File: src/rtl/mdio_master.sv
module mdio_master (
  input  logic        clk,
  input  logic        rst_n,
  input  logic        bus_wr,
  input  logic [2:0]  bus_addr,
  input  logic [31:0] bus_wdata,
  output logic [31:0] bus_rdata,
  input  logic        link_fail,
  output logic        mdc,
  output logic        mdio_o,
  output logic        mdio_oe,
  input  logic        mdio_i
);
  localparam int FRAME_BITS = 64;
  localparam int TA_BIT     = 46;
  localparam int DATA_BIT   = 48;
  localparam logic [2:0] A_CFG = 3'd0, A_CMD = 3'd1, A_ADR = 3'd2,
                         A_WD  = 3'd3, A_RD  = 3'd4, A_IND = 3'd5;

  logic [2:0]  clk_sel;
  logic        mrst, cmd_bit, busy, is_wr;
  logic [4:0]  phy_ad, reg_ad, cnt, half;
  logic [15:0] wr_data, rd_data, rx;
  logic [5:0]  bitidx;
  logic [63:0] sh;

  always_comb
    case (clk_sel)
      3'd0, 3'd1: half = 5'd2;
      3'd2:       half = 5'd3;
      3'd3:       half = 5'd4;
      3'd4:       half = 5'd5;
      3'd5:       half = 5'd10;
      3'd6:       half = 5'd14;
      default:    half = 5'd20;
    endcase

  wire sel_cfg  = bus_wr && bus_addr == A_CFG;
  wire sel_cmd  = bus_wr && bus_addr == A_CMD;
  wire sel_adr  = bus_wr && bus_addr == A_ADR;
  wire sel_wd   = bus_wr && bus_addr == A_WD;
  wire start_rd = sel_cmd && bus_wdata[0] && !cmd_bit && !busy && !mrst;
  wire start_wr = sel_wd && !busy && !mrst;
  wire tick     = cnt >= half - 5'd1;

  always_ff @(posedge clk or negedge rst_n)
    if (!rst_n) begin
      clk_sel <= '0; mrst <= 1'b0; cmd_bit <= 1'b0;
      phy_ad <= '0; reg_ad <= '0; wr_data <= '0; rd_data <= '0; rx <= '0;
      busy <= 1'b0; is_wr <= 1'b0; bitidx <= '0; cnt <= '0; mdc <= 1'b0; sh <= '0;
    end else begin
      if (sel_cfg) begin mrst <= bus_wdata[15]; clk_sel <= bus_wdata[4:2]; end
      if (sel_cmd) cmd_bit <= bus_wdata[0];
      if (sel_adr && !busy) begin phy_ad <= bus_wdata[12:8]; reg_ad <= bus_wdata[4:0]; end
      if (start_wr) wr_data <= bus_wdata[15:0];
      if (mrst) begin
        busy <= 1'b0; mdc <= 1'b0; cnt <= '0; bitidx <= '0;
      end else if (start_rd || start_wr) begin
        busy <= 1'b1; is_wr <= start_wr; bitidx <= '0; cnt <= '0; mdc <= 1'b0;
        sh <= {32'hFFFF_FFFF, 2'b01, start_wr ? 2'b01 : 2'b10, phy_ad, reg_ad,
               start_wr ? 2'b10 : 2'b11, start_wr ? bus_wdata[15:0] : 16'hFFFF};
      end else if (busy) begin
        if (tick) begin
          cnt <= '0;
          mdc <= !mdc;
          if (!mdc) begin
            if (!is_wr && bitidx >= 6'(DATA_BIT)) rx <= {rx[14:0], mdio_i};
          end else if (bitidx == 6'(FRAME_BITS - 1)) begin
            busy <= 1'b0;
            if (!is_wr) rd_data <= rx;
          end else begin
            bitidx <= bitidx + 6'd1;
            sh <= {sh[62:0], 1'b1};
          end
        end else cnt <= cnt + 5'd1;
      end
    end

  assign mdio_o  = busy && sh[63];
  assign mdio_oe = busy && (is_wr || bitidx < 6'(TA_BIT));

  always_comb
    case (bus_addr)
      A_CFG:   bus_rdata = {16'd0, mrst, 10'd0, clk_sel, 2'd0};
      A_CMD:   bus_rdata = {31'd0, cmd_bit};
      A_ADR:   bus_rdata = {19'd0, phy_ad, 3'd0, reg_ad};
      A_WD:    bus_rdata = {16'd0, wr_data};
      A_RD:    bus_rdata = {16'd0, rd_data};
      A_IND:   bus_rdata = {28'd0, link_fail, 2'd0, busy};
      default: bus_rdata = '0;
    endcase

  p_out_stable_r3: assert property (@(posedge clk) disable iff (!rst_n)
    (busy && $rose(mdc)) |-> $stable(mdio_o));
  p_oe_idle_r4: assert property (@(posedge clk) disable iff (!rst_n)
    !busy |-> !mdio_oe);
  p_start_clean_r6: assert property (@(posedge clk) disable iff (!rst_n)
    $rose(busy) |-> (bitidx == '0 && !mdc));
  p_mdc_idle_r6: assert property (@(posedge clk) disable iff (!rst_n)
    $fell(busy) |-> !mdc);
  p_busy_hold_r8: assert property (@(posedge clk) disable iff (!rst_n)
    (busy && !mrst && $past(busy)) |-> ($stable(phy_ad) && $stable(reg_ad) && $stable(wr_data)));
  p_mrst_idle_r9: assert property (@(posedge clk) disable iff (!rst_n)
    mrst |=> (!busy && !mdc));
endmodule

File: config.mk
export PLATFORM = sky130hd
export DESIGN_NAME = mdio_master
export DESIGN_NICKNAME = d
export VERILOG_FILES = /design/src/rtl/mdio_master.sv
export SDC_FILE = /design/constraint.sdc
export NUM_CORES = 1
export LEC_CHECK = 0
export BUFFER_PORTS_ARGS = -buffer_cell sky130_fd_sc_hd__clkbuf_2
export CAP_MARGIN = 40
export CORE_UTILIZATION = 55
export CTS_CLUSTER_SIZE = 12
export DETAILED_ROUTE_END_ITERATION = 10
export GPL_ROUTABILITY_DRIVEN = 0
export PLACE_DENSITY = 0.73
export SETUP_SLACK_MARGIN = 0.2
export SLEW_MARGIN = 20
export SYNTH_ARGS = -nofsm -noshare
export SYNTH_HDL_FRONTEND = slang
export SYNTH_SLANG_ARGS = --single-unit
export TNS_END_PERCENT = 5
File: constraint.sdc
create_clock -name clk -period 4 [get_ports clk]
set_clock_uncertainty 0.15 [all_clocks]
set_input_delay 0.8 -clock clk [delete_from_list [all_inputs] [get_ports clk]]
set_output_delay 0.8 -clock clk [all_outputs]
set_load 0.01 [all_outputs]
==> impl_metrics.ini, run 1 <==
[status]
status = finished clean

[timing]
min_period_over_period_pct = 82.90
setup_viol = 0
report.final.slew_viol_count = 0
fin_ws_ns = 0.6842
slew_headroom_pct = 45.39
hold_viol = 0
clock.fmax_mhz = 301.6
grt_setup_unrepaired = no
period_needed_ns = 3.316
tns_ns = 0
worst_slew_pin_slew_ns = 0.8129

[critical_path]
crit_required_ns = 4.15
critPathMaxFanout = 17
path_class = register to register
crit_path_end_kind = register
critPathLaunch = clk_sel[1]
rr_endpoint = rd_data[8]
rr_worst_depth = 10
ff2ff_setup_slack_ns = 0.68
cp.arrival_ns = 3.46
start_kind = register
worstReg2RegStart = clk_sel[1]
critical_path.endpoint = rd_data[8]

[flow_run]
maxCapViolCount = 0

[synthesis]
synth.largest_area_cell = dfrtp_1
yosysMostFrequentCell = dfrtp_1
yosysSeqAreaShare_pct = 52.67
synthTopCellsByCount = dfrtp_1 (141), nand2_1 (101), mux2_2 (55), a21oi_1 (42), nor2_1 (42)
synthTopCellsByArea = dfrtp_1 (53%), mux2_2 (9.2%), nand2_1 (5.7%)
synth_enable_flop_cells = 0
synth_ff_type = dfrtp_1
syn_area_um2 = 6699
syn_area_per_cell_um2 = 10.17
ys_seq_elements = 141
post_synth_num_cell_types = 50
yosysWarnings = 0
synthArstFlopShare_pct = 100.0
netlist.area_leader.share_pct = 52.67
syn_inst = 659

[global_routing]
antenna_found_initial = 0
overflow = 0
grt_max_degree = 78
gr-usage-all-layers_pct = 24.56
grt_pass1_wl_mm = 24.16
grt_pass1_vias = 4891

[die]
core_area_um2 = 11660
num_io_pins = 75
die-area_um2 = 12620
fp.dieW_um = 112.4
initial_utilization_pct = 57.44
die_h_um = 112.4
rows = 39

[placement]
dpl_worst_slack_ns = 0.4698
hpwl_mm = 9.203
port_buffers = 42
dpl_cell_area_um2 = 6993

[clock_network]
hold_buffers = 0
clk-insertion-delay-late_ns = 0.42
clockBufferDepth = 2
h-tree-depth = 4
clk_pin_slew_ns = 0.06
cts_tree = yes
cts-root-buf = clkbuf_16
cts_buffers = 17
clock-sinks = 141

[power_and_ir_drop]
vdd_ir_drop_max_mv = 0.2917
finalPower_mw = 4.533
powerDensity_nw_per_um2 = 591.1
p_leak_nw = 3.451

[drt]
drt-total-wl_mm = 14.38
drt-vias-per-instance = 5.918
wl_per_cell_um = 17.01
final_antenna_net_count = 0
drc = 0
initialDrtViolationCount = 369
vias = 5001
firstDrtPassIters = 7

[finish]
nets = 737
syn2layout_area_growth_pct = 14.48
drive_gt1_share_pct = 21.51
n_antenna_cell = 0
final_area_um2 = 7669
fill_cells = 888

[worst_hold_path]
hold_class = input pin to async pin
-- worst max-delay path: stages, from the launching register on --
cell,delay [ns]
dfrtp_1,0.45
xor2_1,0.19
nand2b_1,0.10
ha_1,0.21
xor2_1,0.16
ha_1,0.29
nand2_1,0.05
o21ai_0,0.39
a31o_2,0.49
nand3_4,0.32
mux2_2,0.37
-- repair_timing --
action / in CTS / in global routing
buffers inserted: 0 / 0
resized for setup: 0 / 1
setup endpoints to repair: 0 / 2
-- stage by stage --
stage	utilization (%)	instances	hold WS [ns]
global placement	59.73	812	0.3082
detailed placement	59.96	813	0.3126
CTS	65.69	845	0.06782
finish	65.75	845	0.07588
floorplan	-	674	0.2954
global route	65.75	845	0.07830
-- cell families (layout without fill, tap and decap cells) --
kind of cell               Yosys count  after routing  synth area share [%]
AOI/OAI and AO/OA                  104            104                 9.488
other                                1             16               0.05598
and+or+nand+nor                    249            249                 17.31
buffers and inverters               73            101                 5.641
adders and majority gates            8              8                 1.494
muxes                               78             78                 12.68
DFF                                141            141                 52.67
xor gates and xnor gates             5              5                0.6538
-- sequential cells by signal (all words and copies together) (netlist names) --
name,cells
mrst,1
wr_data,16
clk_sel,3
sh,64
reg_ad,5
bitidx,6
cnt,5
rd_data,16
busy,1
is_wr,1
phy_ad,5
mdc,1
cmd_bit,1
rx,16
-- final cells by class --
type                       count  area, um2  share of cell area, %
multi-input combinational    460       2878                  37.53
tap                          143      178.9                  2.333
clock inverter                 9      180.2                  2.349
timing repair buffer          56      366.6                  4.781
sequential                   141       3528                  46.01
clock buffer                  23      488.0                  6.363
inverter                      13      48.80                 0.6363
-- report_power, final --
group	switching (mW)	internal, mW	total (mW)
sequential	0.182	1.70	1.88
combinational	0.539	0.351	0.890
clock	0.587	1.18	1.76
total	1.31	3.22	4.53
-- layout by cell type (no fill, tap or decap), types with 2 or more instances in the layout --
master,netlist,layout
nor2_1,42,42
o31ai_1,2,2
ha_1,8,8
buf_12,0,2
mux2i_1,23,23
xor2_1,3,3
or3_1,4,4
and2_1,5,5
buf_4,16,11
bufinv_16,0,5
a31o_2,2,2
clkbuf_16,0,17
a21oi_1,42,42
and3b_1,2,2
a22o_1,5,5
a31oi_1,6,5
nand2b_1,5,5
clkbuf_1,20,2
nand2_1,101,101
and3_1,2,2
xnor2_1,2,2
nor2b_1,2,2
nand3_1,28,28
nand4_1,3,3
o22ai_1,10,10
or4_1,4,4
clkbuf_8,0,4
o211ai_1,15,15
clkbuf_2,0,41
conb_1,1,16
dfrtp_1,141,141
inv_1,13,13
nor3_1,38,38
nand4b_1,2,2
o21ai_0,16,16
mux2_2,55,55
-- metal layers --
metal	track usage [%]	wire, um	vias to the layer above	share of wire [%]
met2	39.17	6967	144	48
li1	-	-	2335	-
met5	0	0	-	0
met1	33.47	6563	2505	46
met3	5.292	677	17	4.7
met4	8.711	168	0	1.2
-- how the worst min path moves through the flow --
| stage | to | slack [ns] | cells past startpoint |
|---|---|---|---|
| 3_3_place_gp | wr_data[3] | 0.31 | 2 |
| 3_5_place_dp | wr_data[4] | 0.31 | 2 |
| 4_1_cts | sh[49] | 0.07 | 1 |
| 6_report | sh[46] | 0.08 | 1 |
| 5_1_grt | sh[47] | 0.08 | 1 |
| 2_1_floorplan | wr_data[0] | 0.30 | 2 |
(Power assumes the default switching activity.)
==> run 2, diff against run 1 <==
--- a/config.mk
+++ b/config.mk
@@ -7,7 +7,7 @@
 export LEC_CHECK = 0
 export BUFFER_PORTS_ARGS = -buffer_cell sky130_fd_sc_hd__clkbuf_2
 export CAP_MARGIN = 40
-export CORE_UTILIZATION = 55
+export CORE_UTILIZATION = 53
 export CTS_CLUSTER_SIZE = 12
 export DETAILED_ROUTE_END_ITERATION = 10
 export GPL_ROUTABILITY_DRIVEN = 0
==> constraint.sdc (replaced) <==
create_clock -name clk -period 2.8 [get_ports clk]
set_clock_uncertainty 0.15 [all_clocks]
set_input_delay 0.56 -clock clk [delete_from_list [all_inputs] [get_ports clk]]
set_output_delay 0.56 -clock clk [all_outputs]
set_load 0.01 [all_outputs]
==> impl_metrics.ini, run 2 (synthesized netlist as in run 1, its figures left out) <==
[drt]
initialDrtViolationCount = 375
vias = 5167
wl_per_cell_um = 17.43
firstDrtPassIters = 5
drt-total-wl_mm = 15.65
final_antenna_net_count = 0
drt-vias-per-instance = 5.754
drc = 0

[timing]
period_needed_ns = 2.796
grt_setup_unrepaired = yes
fin_ws_ns = 0.003938
tns_ns = 0
hold_viol = 0
report.final.slew_viol_count = 0
setup_viol = 0
slew_headroom_pct = 45.14
clock.fmax_mhz = 357.6
worst_slew_pin_slew_ns = 0.8153
min_period_over_period_pct = 99.86

[placement]
port_buffers = 42
dpl_worst_slack_ns = -0.2091
hpwl_mm = 10.15
dp.cells = 858

[critical_path]
rr_endpoint = rd_data[5]
cp.arrival_ns = 2.96
worstReg2RegStart = clk_sel[1]
critPathLaunch = clk_sel[1]
crit_required_ns = 2.96
critPathMaxFanout = 8
crit_path_end_kind = register
rr_worst_depth = 10
path_class = register to register
start_kind = register
ff2ff_setup_slack_ns = 0.004
critical_path.endpoint = rd_data[5]

[clock_network]
clockBufferDepth = 2
cts_tree = yes
clk_pin_slew_ns = 0.05
cts-root-buf = clkbuf_16
clock-sinks = 141
clk-insertion-delay-late_ns = 0.43
h-tree-depth = 4
cts_buffers = 17

[finish]
final_cells = 898
fill_cells = 893
largest_reg_flops = 64
top_register = sh
n_antenna_cell = 0
final_common_cell = dfrtp_1
drive_gt1_share_pct = 26.16
nets = 766
syn2layout_area_growth_pct = 20.79
final_cell_mix = dfrtp_1 (141), nand2_1 (99), clkbuf_2 (42), nor2_1 (41), mux2_2 (41)

[global_routing]
grt_max_degree = 52
grt_pass1_vias = 5004
overflow = 0
antenna_found_initial = 0
gr-usage-all-layers_pct = 25.97
grt_pass1_wl_mm = 25.74

[die]
die_h_um = 114.4
die-area_um2 = 13090
num_io_pins = 75
fp.dieW_um = 114.4
initial_utilization_pct = 55.08
core_area_um2 = 12160
rows = 40

[power_and_ir_drop]
p_leak_nw = 3.645
powerDensity_nw_per_um2 = 816.6
vdd_ir_drop_max_mv = 0.3797

[flow_run]
maxCapViolCount = 0

[worst_hold_path]
hold_class = input pin to register

[status]
status = finished clean
[run 2: changes by cell type in the layout (fill, tap and decap cells not counted), sizes merged]
| cell | delta |
|---|---|
| buf | +25 |
| bufinv | -3 |
| clkbuf | +5 |
| dlygate4sd3 | +1 |
| inv | -1 |
| nand3 | +1 |
[run 2: worst min path at each step]
stage / startpoint / end / slack, ns / cells past startpoint
after floorplan: rst_n / bitidx[0] / 0.11 / 0
after global placement: wr_data[11] / wr_data[11] / 0.31 / 2
after detailed placement: wr_data[4] / wr_data[4] / 0.31 / 2
after CTS: bus_wdata[12] / wr_data[12] / 0.21 / 3
after global routing: mdio_i / rx[0] / 0.22 / 2
final: bus_wdata[12] / wr_data[12] / 0.21 / 3
[run 2: cell type report]
type	count	area [um2]	area share, %
Clock buffer	26	499.2	6.170
Multi-Input combinational cell	461	3065	37.88
Timing Repair Buffer	84	658.1	8.134
Inverter	13	48.80	0.6031
Clock inverter	5	81.33	1.005
Sequential cell	141	3528	43.61
Tap cell	168	210.2	2.598
[run 2: routing by layer]
layer | vias up | routed length (um) | GRT usage, %
met1 | 2614 | 7192 | 36.56
met3 | 17 | 821 | 6.406
met2 | 142 | 7456 | 39.68
li1 | 2394 | - | -
met4 | 0 | 182 | 8.571
met5 | - | 0 | 0
[run 2: what timing repair did]
item                                   in CTS  in global routing
hold buffers                                1                  0
setup endpoints to repair                 108                111
setup buffers                               2                  2
cloned                                      2                  1
pin swaps                                   3                 22
resized for setup                          13                 27
endpoints found under the hold margin      48                  0
[run 2: critical path, cell delays in order, from the launching register on]
cell and delay, ns:
dfrtp_1 0.41, xor2_1 0.16, nand2b_1 0.10, ha_2 0.19
and3b_1 0.16, a31oi_1 0.18, ha_1 0.28, a21o_1 0.21
a31o_4 0.29, nand3_4 0.21, mux2_2 0.36
[run 2: where the power goes]
group	internal, mW	switching [mW]
registers	2.43	0.273
logic	0.762	0.938
clock network	1.40	0.809
[run 2: per-stage QoR]
step / instance area, um2 / utilization (%) / power, mW / hold slack, ns
after global routing: 8092 / 66.53 / 6.923 / 0.2213
after floorplan: 6859 / - / 3.638 / 0.1144
final: 8092 / 66.53 / 6.608 / 0.2130
after CTS: 7954 / 65.40 / 6.528 / 0.2065
after detailed placement: 7254 / 59.65 / 4.176 / 0.3128
after global placement: 7254 / 59.65 / 4.102 / 0.3065
